`src/rtl/alloc_wm_pkg.sv`:
```
package alloc_wm_pkg;
    localparam int THREADS = 8;
    localparam int POOL    = 32;
    localparam int CW      = 4;
    localparam int OW      = $clog2(POOL + 1);
    localparam int SW      = OW + CW + $clog2(THREADS) + 1;

    typedef struct packed {
        logic [OW-1:0] occ;
        logic          stall;
    } thr_state_t;

    typedef struct packed {
        logic [OW-1:0] hi;
        logic [OW-1:0] lo;
    } wm_state_t;
endpackage

```
`src/rtl/alloc_wm_cfg.sv`:
```
module alloc_wm_cfg
    import alloc_wm_pkg::*;
#(
    parameter int HI_RST = 12,
    parameter int LO_RST = 4
) (
    input  logic          clk,
    input  logic          rst_n,
    input  logic          we,
    input  logic          busy,
    input  logic [OW-1:0] hi_in,
    input  logic [OW-1:0] lo_in,
    output logic [OW-1:0] hi,
    output logic [OW-1:0] lo
);
    wm_state_t wm_d, wm_q;

    always_comb begin
        wm_d = wm_q;
        if (we && !busy && (lo_in < hi_in)) begin
            wm_d.hi = hi_in;
            wm_d.lo = lo_in;
        end
    end

    always_ff @(posedge clk) begin
        if (!rst_n) begin
            wm_q.hi <= OW'(HI_RST);
            wm_q.lo <= OW'(LO_RST);
        end else begin
            wm_q <= wm_d;
        end
    end

    assign hi = wm_q.hi;
    assign lo = wm_q.lo;

    // the stored watermarks always keep low strictly under high
    assert_wm_order_R8: assert property (@(posedge clk) disable iff (!rst_n)
        wm_q.lo < wm_q.hi);
    // nothing changes while a pulse was active
    assert_wm_busy_R8: assert property (@(posedge clk) disable iff (!rst_n)
        busy |=> $stable(wm_q));
endmodule

```
`src/rtl/alloc_wm_admit.sv`:
```
module alloc_wm_admit
    import alloc_wm_pkg::*;
(
    input  logic [THREADS-1:0]    req,
    input  logic [THREADS*CW-1:0] cnt,
    input  logic [THREADS-1:0]    stall,
    input  logic [SW-1:0]         total,
    output logic [THREADS-1:0]    gnt
);
    logic [SW-1:0] run [THREADS+1];

    assign run[0] = total;

    for (genvar t = 0; t < THREADS; t++) begin : g_chain
        logic [SW-1:0] want;
        assign want     = run[t] + SW'(cnt[t*CW +: CW]);
        assign gnt[t]   = req[t] && !stall[t] && (want <= SW'(POOL));
        assign run[t+1] = gnt[t] ? want : run[t];
    end
endmodule

```
`src/rtl/alloc_wm_thread.sv`:
```
module alloc_wm_thread
    import alloc_wm_pkg::*;
(
    input  logic          clk,
    input  logic          rst_n,
    input  logic          gnt,
    input  logic [CW-1:0] acnt,
    input  logic          fvld,
    input  logic [CW-1:0] fcnt,
    input  logic [OW-1:0] hi,
    input  logic [OW-1:0] lo,
    output logic [OW-1:0] occ,
    output logic          stall
);
    thr_state_t st_d, st_q;
    logic [OW:0] sum;
    logic [OW:0] sub;

    always_comb begin
        st_d = st_q;
        sum  = {1'b0, st_q.occ} + (gnt ? (OW+1)'(acnt) : '0);
        sub  = fvld ? (OW+1)'(fcnt) : '0;
        st_d.occ = (sub >= sum) ? '0 : OW'(sum - sub);
        if (!st_q.stall && gnt && (st_d.occ >= hi))
            st_d.stall = 1'b1;
        else if (st_q.stall && fvld && (st_d.occ <= lo))
            st_d.stall = 1'b0;
    end

    always_ff @(posedge clk) begin
        if (!rst_n) begin
            st_q <= '0;
        end else begin
            st_q <= st_d;
        end
    end

    assign occ   = st_q.occ;
    assign stall = st_q.stall;

    // a stalled thread never receives a grant
    assert_stall_blocks_R5: assert property (@(posedge clk) disable iff (!rst_n)
        st_q.stall |-> !gnt);
    // without grant or release the count holds
    assert_occ_hold_R2: assert property (@(posedge clk) disable iff (!rst_n)
        (!gnt && !fvld) |=> $stable(st_q.occ));
    // a new stall means the high mark was reached
    assert_stall_set_R4: assert property (@(posedge clk) disable iff (!rst_n)
        $rose(st_q.stall) |-> (st_q.occ >= $past(hi)));
    // a stall ends only at or under the low mark
    assert_stall_clr_R6: assert property (@(posedge clk) disable iff (!rst_n)
        $fell(st_q.stall) |-> (st_q.occ <= $past(lo)));
endmodule

```
`src/rtl/alloc_wm_gate.sv`:
```
module alloc_wm_gate
    import alloc_wm_pkg::*;
#(
    parameter int HI_RST = 12,
    parameter int LO_RST = 4
) (
    input  logic                  clk,
    input  logic                  rst_n,
    input  logic [THREADS-1:0]    alloc_req,
    input  logic [THREADS*CW-1:0] alloc_cnt,
    input  logic [THREADS-1:0]    free_vld,
    input  logic [THREADS*CW-1:0] free_cnt,
    input  logic                  wm_we,
    input  logic [OW-1:0]         wm_hi_in,
    input  logic [OW-1:0]         wm_lo_in,
    output logic [THREADS-1:0]    alloc_gnt,
    output logic [THREADS-1:0]    stall,
    output logic [THREADS*OW-1:0] occ,
    output logic [OW-1:0]         wm_hi,
    output logic [OW-1:0]         wm_lo
);
    logic [SW-1:0] total;
    logic          busy;

    assign busy = (|alloc_req) || (|free_vld);

    always_comb begin
        total = '0;
        for (int t = 0; t < THREADS; t++)
            total = total + SW'(occ[t*OW +: OW]);
    end

    alloc_wm_cfg #(.HI_RST(HI_RST), .LO_RST(LO_RST)) u_cfg (
        .clk(clk), .rst_n(rst_n), .we(wm_we), .busy(busy),
        .hi_in(wm_hi_in), .lo_in(wm_lo_in), .hi(wm_hi), .lo(wm_lo)
    );

    alloc_wm_admit u_admit (
        .req(alloc_req), .cnt(alloc_cnt), .stall(stall),
        .total(total), .gnt(alloc_gnt)
    );

    for (genvar t = 0; t < THREADS; t++) begin : g_thr
        alloc_wm_thread u_thr (
            .clk(clk), .rst_n(rst_n), .gnt(alloc_gnt[t]),
            .acnt(alloc_cnt[t*CW +: CW]), .fvld(free_vld[t]),
            .fcnt(free_cnt[t*CW +: CW]), .hi(wm_hi), .lo(wm_lo),
            .occ(occ[t*OW +: OW]), .stall(stall[t])
        );
    end

    // pool capacity is never exceeded
    assert_no_overflow_R3: assert property (@(posedge clk) disable iff (!rst_n)
        total <= SW'(POOL));
    // grants are only given to requesters
    assert_gnt_req_R3: assert property (@(posedge clk) disable iff (!rst_n)
        (alloc_gnt & ~alloc_req) == '0);
endmodule

```
`config.mk`:
```
export PLATFORM = sky130hd
export DESIGN_NAME = alloc_wm_gate
export DESIGN_NICKNAME = d
export VERILOG_FILES = /design/src/rtl/alloc_wm_pkg.sv /design/src/rtl/alloc_wm_cfg.sv /design/src/rtl/alloc_wm_admit.sv /design/src/rtl/alloc_wm_thread.sv /design/src/rtl/alloc_wm_gate.sv
export SDC_FILE = /design/constraint.sdc
export NUM_CORES = 1
export LEC_CHECK = 0
export BUFFER_PORTS_ARGS = -buffer_cell sky130_fd_sc_hd__buf_2
export CORE_MARGIN = 3
export CORE_UTILIZATION = 35
export CTS_BUF_LIST = sky130_fd_sc_hd__clkbuf_4 sky130_fd_sc_hd__clkbuf_8 sky130_fd_sc_hd__clkbuf_16
export DETAILED_ROUTE_END_ITERATION = 6
export PLACE_DENSITY = 0.6
export SLEW_MARGIN = 20
export SYNTH_ARGS = -nofsm -noshare
export SYNTH_HDL_FRONTEND = slang
export SYNTH_SLANG_ARGS = --single-unit
```
`constraint.sdc`:
```
create_clock -name clk -period 89.8 [get_ports clk]
set_input_delay 17.96 -clock clk [delete_from_list [all_inputs] [get_ports clk]]
set_output_delay 17.96 -clock clk [all_outputs]
set_load 0.1 [all_outputs]
```
# Yosys cells after proc, flatten, opt, wreduce, memory -nomap -nowiden

Index checks and enable logic that the tools add are counted.

Input bits: 95
Logic and storage cells: 199
Bits in registers: 68
Output and inout bits: 76

Reductions and logical operators: 70
Muxes and demuxes: 47
$add $sub $neg: 31
Order comparisons: 33

Operator list:

| cell                  | number |
|---|---|
| $le A14 B6 Y1 const B | 8 |
| $add A14 B4 Y14       | 7 |
| $mux W14              | 7 |
| $mux W4               | 16 |
| $add A6 B4 Y7         | 8 |
| $ge A4 B7 Y1          | 8 |
| $logic_and A1 B1 Y1   | 50 |
| $ge A6 B6 Y1          | 8 |
| $le A6 B6 Y1          | 8 |
| $mux W6               | 8 |
| $sub A6 B6 Y6         | 8 |
| $mux W1               | 16 |
| $reduce_bool A2 Y1    | 8 |
| $reduce_or A8 Y1      | 2 |
| $add A13 B4 Y14       | 1 |
| $add A12 B6 Y13       | 1 |
| $add A11 B6 Y12       | 1 |
| $add A10 B6 Y11       | 1 |
| $add A9 B6 Y10        | 1 |
| $add A8 B6 Y9         | 1 |
| $logic_not A1 Y1      | 9 |
| $add A7 B6 Y8         | 1 |
| $add A6 B6 Y7         | 1 |
| $lt A6 B6 Y1          | 1 |
| $logic_or A1 B1 Y1    | 1 |

# Longest topological paths before layout

Depth in word-level cells: 46
Depth in mapped cells: 122

# Cells and area by module

Synthesis repeated with hierarchy kept, for this count alone.

Cells, all modules: 2006
Area total of the unflattened synthesis: 15458.6 µm²

By module, submodules not included:

| module                               | cells an instance | times used | area each (µm²) | seq. area each (µm²) |
|---|---|---|---|---|
| alloc_wm_thread (g_thr[2].u_thr ...) | 139               | 6          | 1119.8          | 140.1 |
| alloc_wm_admit                       | 691               | 1          | 4768.3          | 0.0 |
| alloc_wm_thread (g_thr[0].u_thr ...) | 133               | 2          | 1037.2          | 140.1 |
| alloc_wm_gate                        | 146               | 1          | 1273.7          | 0.0 |
| alloc_wm_cfg                         | 69                | 1          | 623.1           | 240.2 |

# Least setup slack after synthesis

Ideal clock, no wire load.

Kind: input port to output port
Start: in alloc_cnt[0]
End: out alloc_gnt[7]
Buffers on the path: 2
Arrival: 37111 ps
Stages on the path: 88
Slack: 34729 ps
Path through: ha_1 -> inv_1 -> fa_1 -> nand2b_1 -> a21oi_1 -> nor4b_2 -> mux2i_1 -> o211ai_1 -> inv_1 -> nand2_1 -> nand2_1 -> ha_1 -> fa_1 -> or3_1 -> or3_1 -> a21oi_1 -> o21a_1 -> a21oi_2 -> [... 52 more ...] -> a211oi_1 -> a221oi_4 -> and2_1 -> buf_2 -> mux2_2 -> ha_1 -> inv_1 -> fa_1 -> inv_1 -> a21o_1 -> or3b_2 -> o21ai_0 -> nand3b_1 -> and2_1 -> a311oi_1 -> o41ai_4 -> inv_1 -> buf_4

Longest elaborated chain between the ends: 31

Ends and longest elaborated chain:

| what                         | RTL line             | text |
|---|---|---|
| start: declaration           | alloc_wm_gate.sv:10  | `input logic [THREADS*CW-1:0] alloc_cnt,` |
| $add A13 B4 Y14 *            | alloc_wm_admit.sv:16 | `assign want = run[t] + SW'(cnt[t*CW +: CW]);` |
| $le A14 B6 Y1 *              | alloc_wm_admit.sv:17 | `assign gnt[t] = req[t] && !stall[t] && (want <= SW'(POOL));` |
| $logic_and A1 B1 Y1 *        | alloc_wm_admit.sv:17 |  |
| named net g_thr[0].u_thr.gnt | alloc_wm_thread.sv:6 | `input logic gnt,` |
| $mux W14 *                   | alloc_wm_admit.sv:18 | `assign run[t+1] = gnt[t] ? want : run[t];` |
| $add A14 B4 Y14              | alloc_wm_admit.sv:16 |  |
| $le A14 B6 Y1                | alloc_wm_admit.sv:17 |  |
| $logic_and A1 B1 Y1          | alloc_wm_admit.sv:17 |  |
| [... 4 more ...]             | -                    |  |
| named net g_thr[2].u_thr.gnt | alloc_wm_thread.sv:6 |  |
| [... 4 more ...]             | -                    |  |
| named net g_thr[3].u_thr.gnt | alloc_wm_thread.sv:6 |  |
| [... 4 more ...]             | -                    |  |
| named net g_thr[4].u_thr.gnt | alloc_wm_thread.sv:6 |  |
| [... 5 more ...]             | -                    |  |
| $add A14 B4 Y14 *            | alloc_wm_admit.sv:16 |  |
| $le A14 B6 Y1 *              | alloc_wm_admit.sv:17 |  |
| $logic_and A1 B1 Y1 *        | alloc_wm_admit.sv:17 |  |
| named net g_thr[6].u_thr.gnt | alloc_wm_thread.sv:6 |  |
| $mux W14 *                   | alloc_wm_admit.sv:18 |  |
| $add A14 B4 Y14 *            | alloc_wm_admit.sv:16 |  |
| $le A14 B6 Y1 *              | alloc_wm_admit.sv:17 |  |
| $logic_and A1 B1 Y1 *        | alloc_wm_admit.sv:17 |  |
| end: declaration             | alloc_wm_gate.sv:16  | `output logic [THREADS-1:0] alloc_gnt,` |

The timed path passes the listed nets; every way through them passes the cells marked *.

# Worst setup path in the final report

Start: in alloc_cnt[0]
End: out alloc_gnt[7]

Longest elaborated chain between the ends: 31

Ends and longest elaborated chain:

| what                  | RTL line |
|---|---|
| $add A13 B4 Y14 *     | alloc_wm_admit.sv:16 |
| $le A14 B6 Y1         | alloc_wm_admit.sv:17 |
| $logic_and A1 B1 Y1   | alloc_wm_admit.sv:17 |
| $mux W14 *            | alloc_wm_admit.sv:18 |
| $add A14 B4 Y14       | alloc_wm_admit.sv:16 |
| $le A14 B6 Y1         | alloc_wm_admit.sv:17 |
| $logic_and A1 B1 Y1   | alloc_wm_admit.sv:17 |
| $mux W14 *            | alloc_wm_admit.sv:18 |
| [... 15 more ...]     | - |
| $mux W14 *            | alloc_wm_admit.sv:18 |
| $add A14 B4 Y14       | alloc_wm_admit.sv:16 |
| $le A14 B6 Y1         | alloc_wm_admit.sv:17 |
| $logic_and A1 B1 Y1   | alloc_wm_admit.sv:17 |
| $mux W14 *            | alloc_wm_admit.sv:18 |
| $add A14 B4 Y14 *     | alloc_wm_admit.sv:16 |
| $le A14 B6 Y1 *       | alloc_wm_admit.sv:17 |
| $logic_and A1 B1 Y1 * | alloc_wm_admit.sv:17 |

Mark *: on every way between the ends. The rest lies on a longest branch, timed or not.

==> results.json <==
{
  "status": "finished, final reports clean",
  "relSlewSlack": 0.377,
  "via_count": 11100,
  "syn_nets": 1890,
  "synthArstFlopShare": 0,
  "netlist.area_leader.share": 0.241,
  "clk_latency_ps": 360,
  "die_y_um": 194,
  "dieArea_um2": 37600,
  "required_ps": 71840,
  "slowest_stage": "a31oi_1",
  "synth_top_cell_by_area": "ha_1",
  "grt_pass1_wl_mm": 62.9,
  "setup_ws_ps": 31440,
  "overflow": 0,
  "min_path_cells": 2,
  "postCtsSetupBuffers": 0,
  "max_slew.worst_pin.slew_ps": 934,
  "fill_cells": 3544,
  "grt_pass1_vias": 10900,
  "antenna_found_initial": 0,
  "maxCapViolations": 0,
  "place_area_um2": 13600,
  "ctsResizeCount": 0,
  "synth-seq-cells": 68,
  "antenna_left": 0,
  "fp-row-count": 68,
  "dp_cells": 2098,
  "crit_path_max_incr_delay_ps": 660,
  "syn_inst": 1498,
  "worstHoldPathType": "flip-flop to flip-flop",
  "diodes": 0,
  "syn_area_um2": 12300,
  "cts_tree": "yes",
  "grt_usage": 0.212,
  "max_freq_mhz": 17.1,
  "grt_max_degree": 56,
  "viasPerCell": 5.24,
  "finClkSkew_ps": 17.1,
  "cts_buffer_depth": 2,
  "r2r_cells": 115,
  "clk_pin_slew_worst_paths_ps": 60,
  "initial_core_util": 0.356,
  "htreeDepth": 3,
  "yosysSeqAreaShare": 0.110,
  "finalHoldViolCount": 0,
  "ys.flop_type": "dfxtp_1",
  "cp-end-kind": "output port",
  "synth_edf_count": 0,
  "setup_viol": 0,
  "chipWidth_um": 194,
  "io_pins": 171,
  "cp-start-kind": "primary input",
  "r2r-end": "g_thr[7].u_thr.stall$_SDFFE_PN0P_",
  "dpl.hpwl_mm": 34.1,
  "layout-drive-gt1-share": 0.159,
  "cts-root-buf": "clkbuf_16",
  "cp_data_arrival_time_ps": 40400,
  "finalInstanceArea_um2": 13900,
  "ys_types": 87,
  "critPathTopFamily": "compound AO/OA/AOI/OAI gates",
  "dpl_worst_slack_ps": 31810,
  "final.setup.tns_ps": 0,
  "cts.sinks": 68,
  "finalCriticalPeriod_ps": 58360,
  "cts_buffers": 9,
  "cp_num_buf_inv": 9,
  "critPathMaxFanout": 10,
  "nets": 2046,
  "syn_area_per_cell_um2": 8.24,
  "rsz0062_at_grt": "false",
  "dr.pass1.iters": 5,
  "timing.rr.start": "g_thr[3].u_thr.occ[2]$_SDFF_PN0_",
  "gp_congestion": 0.945,
  "multi_input_area_um2": 10200,
  "min_to": "g_thr[6].u_thr.stall$_SDFFE_PN0P_",
  "port_buffers": 170,
  "area_growth_syn_to_layout_pct": 13.0,
  "r2r_slack_ps": 60900,
  "yosys_warnings": 0,
  "slew_violations": 0,
  "ys_top_cells_by_count": "238 x ha_1, 163 x inv_1, 110 x nor2_1, 101 x nand2_1, 100 x a21oi_1",
  "route.detailed.drc": 0,
  "drtIter0Drc": 647,
  "synth.most_common_cell": "ha_1",
  "fp.coreArea_um2": 34600,
  "wl_per_cell_um": 19.2,
  "final_cells": 2114,
  "wirelength_mm": 40.5,
  "synth.area.top_cells": "ha_1 24%, dfxtp_1 11%, fa_1 9.6%, inv_1 5.0%, a21o_1 4.1%",
  "period_share": 0.650,
  "seqCellArea_um2": 1360,
  "holdBufCountCts": 0,
  "hold_start": "g_thr[6].u_thr.stall$_SDFFE_PN0P_",
  "crit_type": "primary input to output port"
}
-- kinds of logic after synthesis --
family | after synthesis | synth area share
compound gates | 328 | 0.184
xor+xnor | 89 | 0.0665
fa+ha+maj | 297 | 0.337
buf+inv | 192 | 0.0635
flops | 68 | 0.110
mux | 37 | 0.0324
simple gates | 487 | 0.206
-- layer usage --
metal	vias to the layer above	routed length, um	GRT usage
met3	34	1880	0.0248
met2	291	18200	0.346
met5	-	0	0
li1	5505	-	-
met1	5237	19700	0.304
met4	0	659	0.0426
-- worst reg2reg max path, delay by kind of cell (launching register included) --
kind	cells	cell delay [ps]
flops	1	400
buf+inv	9	1070
fa+ha+maj	20	7000
mux	6	2010
compound gates	41	9200
xor+xnor	6	840
simple gates	33	8230
-- layout by cell type (no fill, tap or decap), types with 55 or more instances in the layout --
master   instances
ha_1           238
buf_2          170
inv_1          163
nor2_1         110
nand2_1        101
a21oi_1        100
dfxtp_1         68
a21o_1          67
fa_1            59
xnor2_1         57
o21ai_0         55
-- sequential cells by signal, summed over array words and instances, names as in the netlist --
name / count
u_cfg.hi: 6
u_cfg.lo: 6
g_thr.u_thr.occ: 48
g_thr.u_thr.stall: 8
-- worst max path at each step --
stage | startpoint | endpoint | slack, ps | cells after the start
6_report | alloc_cnt[0] | alloc_gnt[7] | 31440 | 90
5_1_grt | alloc_cnt[0] | alloc_gnt[7] | 29860 | 90
4_1_cts | alloc_cnt[0] | alloc_gnt[7] | 31650 | 90
3_5_place_dp | alloc_cnt[0] | alloc_gnt[7] | 31810 | 90
3_3_place_gp | alloc_cnt[0] | alloc_gnt[7] | 32750 | 90
2_1_floorplan | alloc_cnt[0] | alloc_gnt[7] | 34730 | 88
-- metrics by stage --
| step | hold WS (ps) | utilization |
|---|---|---|
| 2_1_floorplan | 440 | - |
| 3_3_place_gp | 500 | 0.393 |
| 3_5_place_dp | 491 | 0.393 |
| 4_1_cts | 501 | 0.403 |
| 5_1_grt | 527 | 0.403 |
| 6_report | 506 | 0.403 |
-- layout make-up --
cell class	count	area share
Multi-Input combinational cell	1238	0.731
Sequential cell	68	0.0976
Timing Repair Buffer	173	0.0626
Inverter	164	0.0442
Tap cell	455	0.0408
Clock buffer	9	0.0162
Clock inverter	7	0.00709
Power is not shown: default switching activity piles up to over one toggle a cycle in this logic, so the estimate is an artifact.
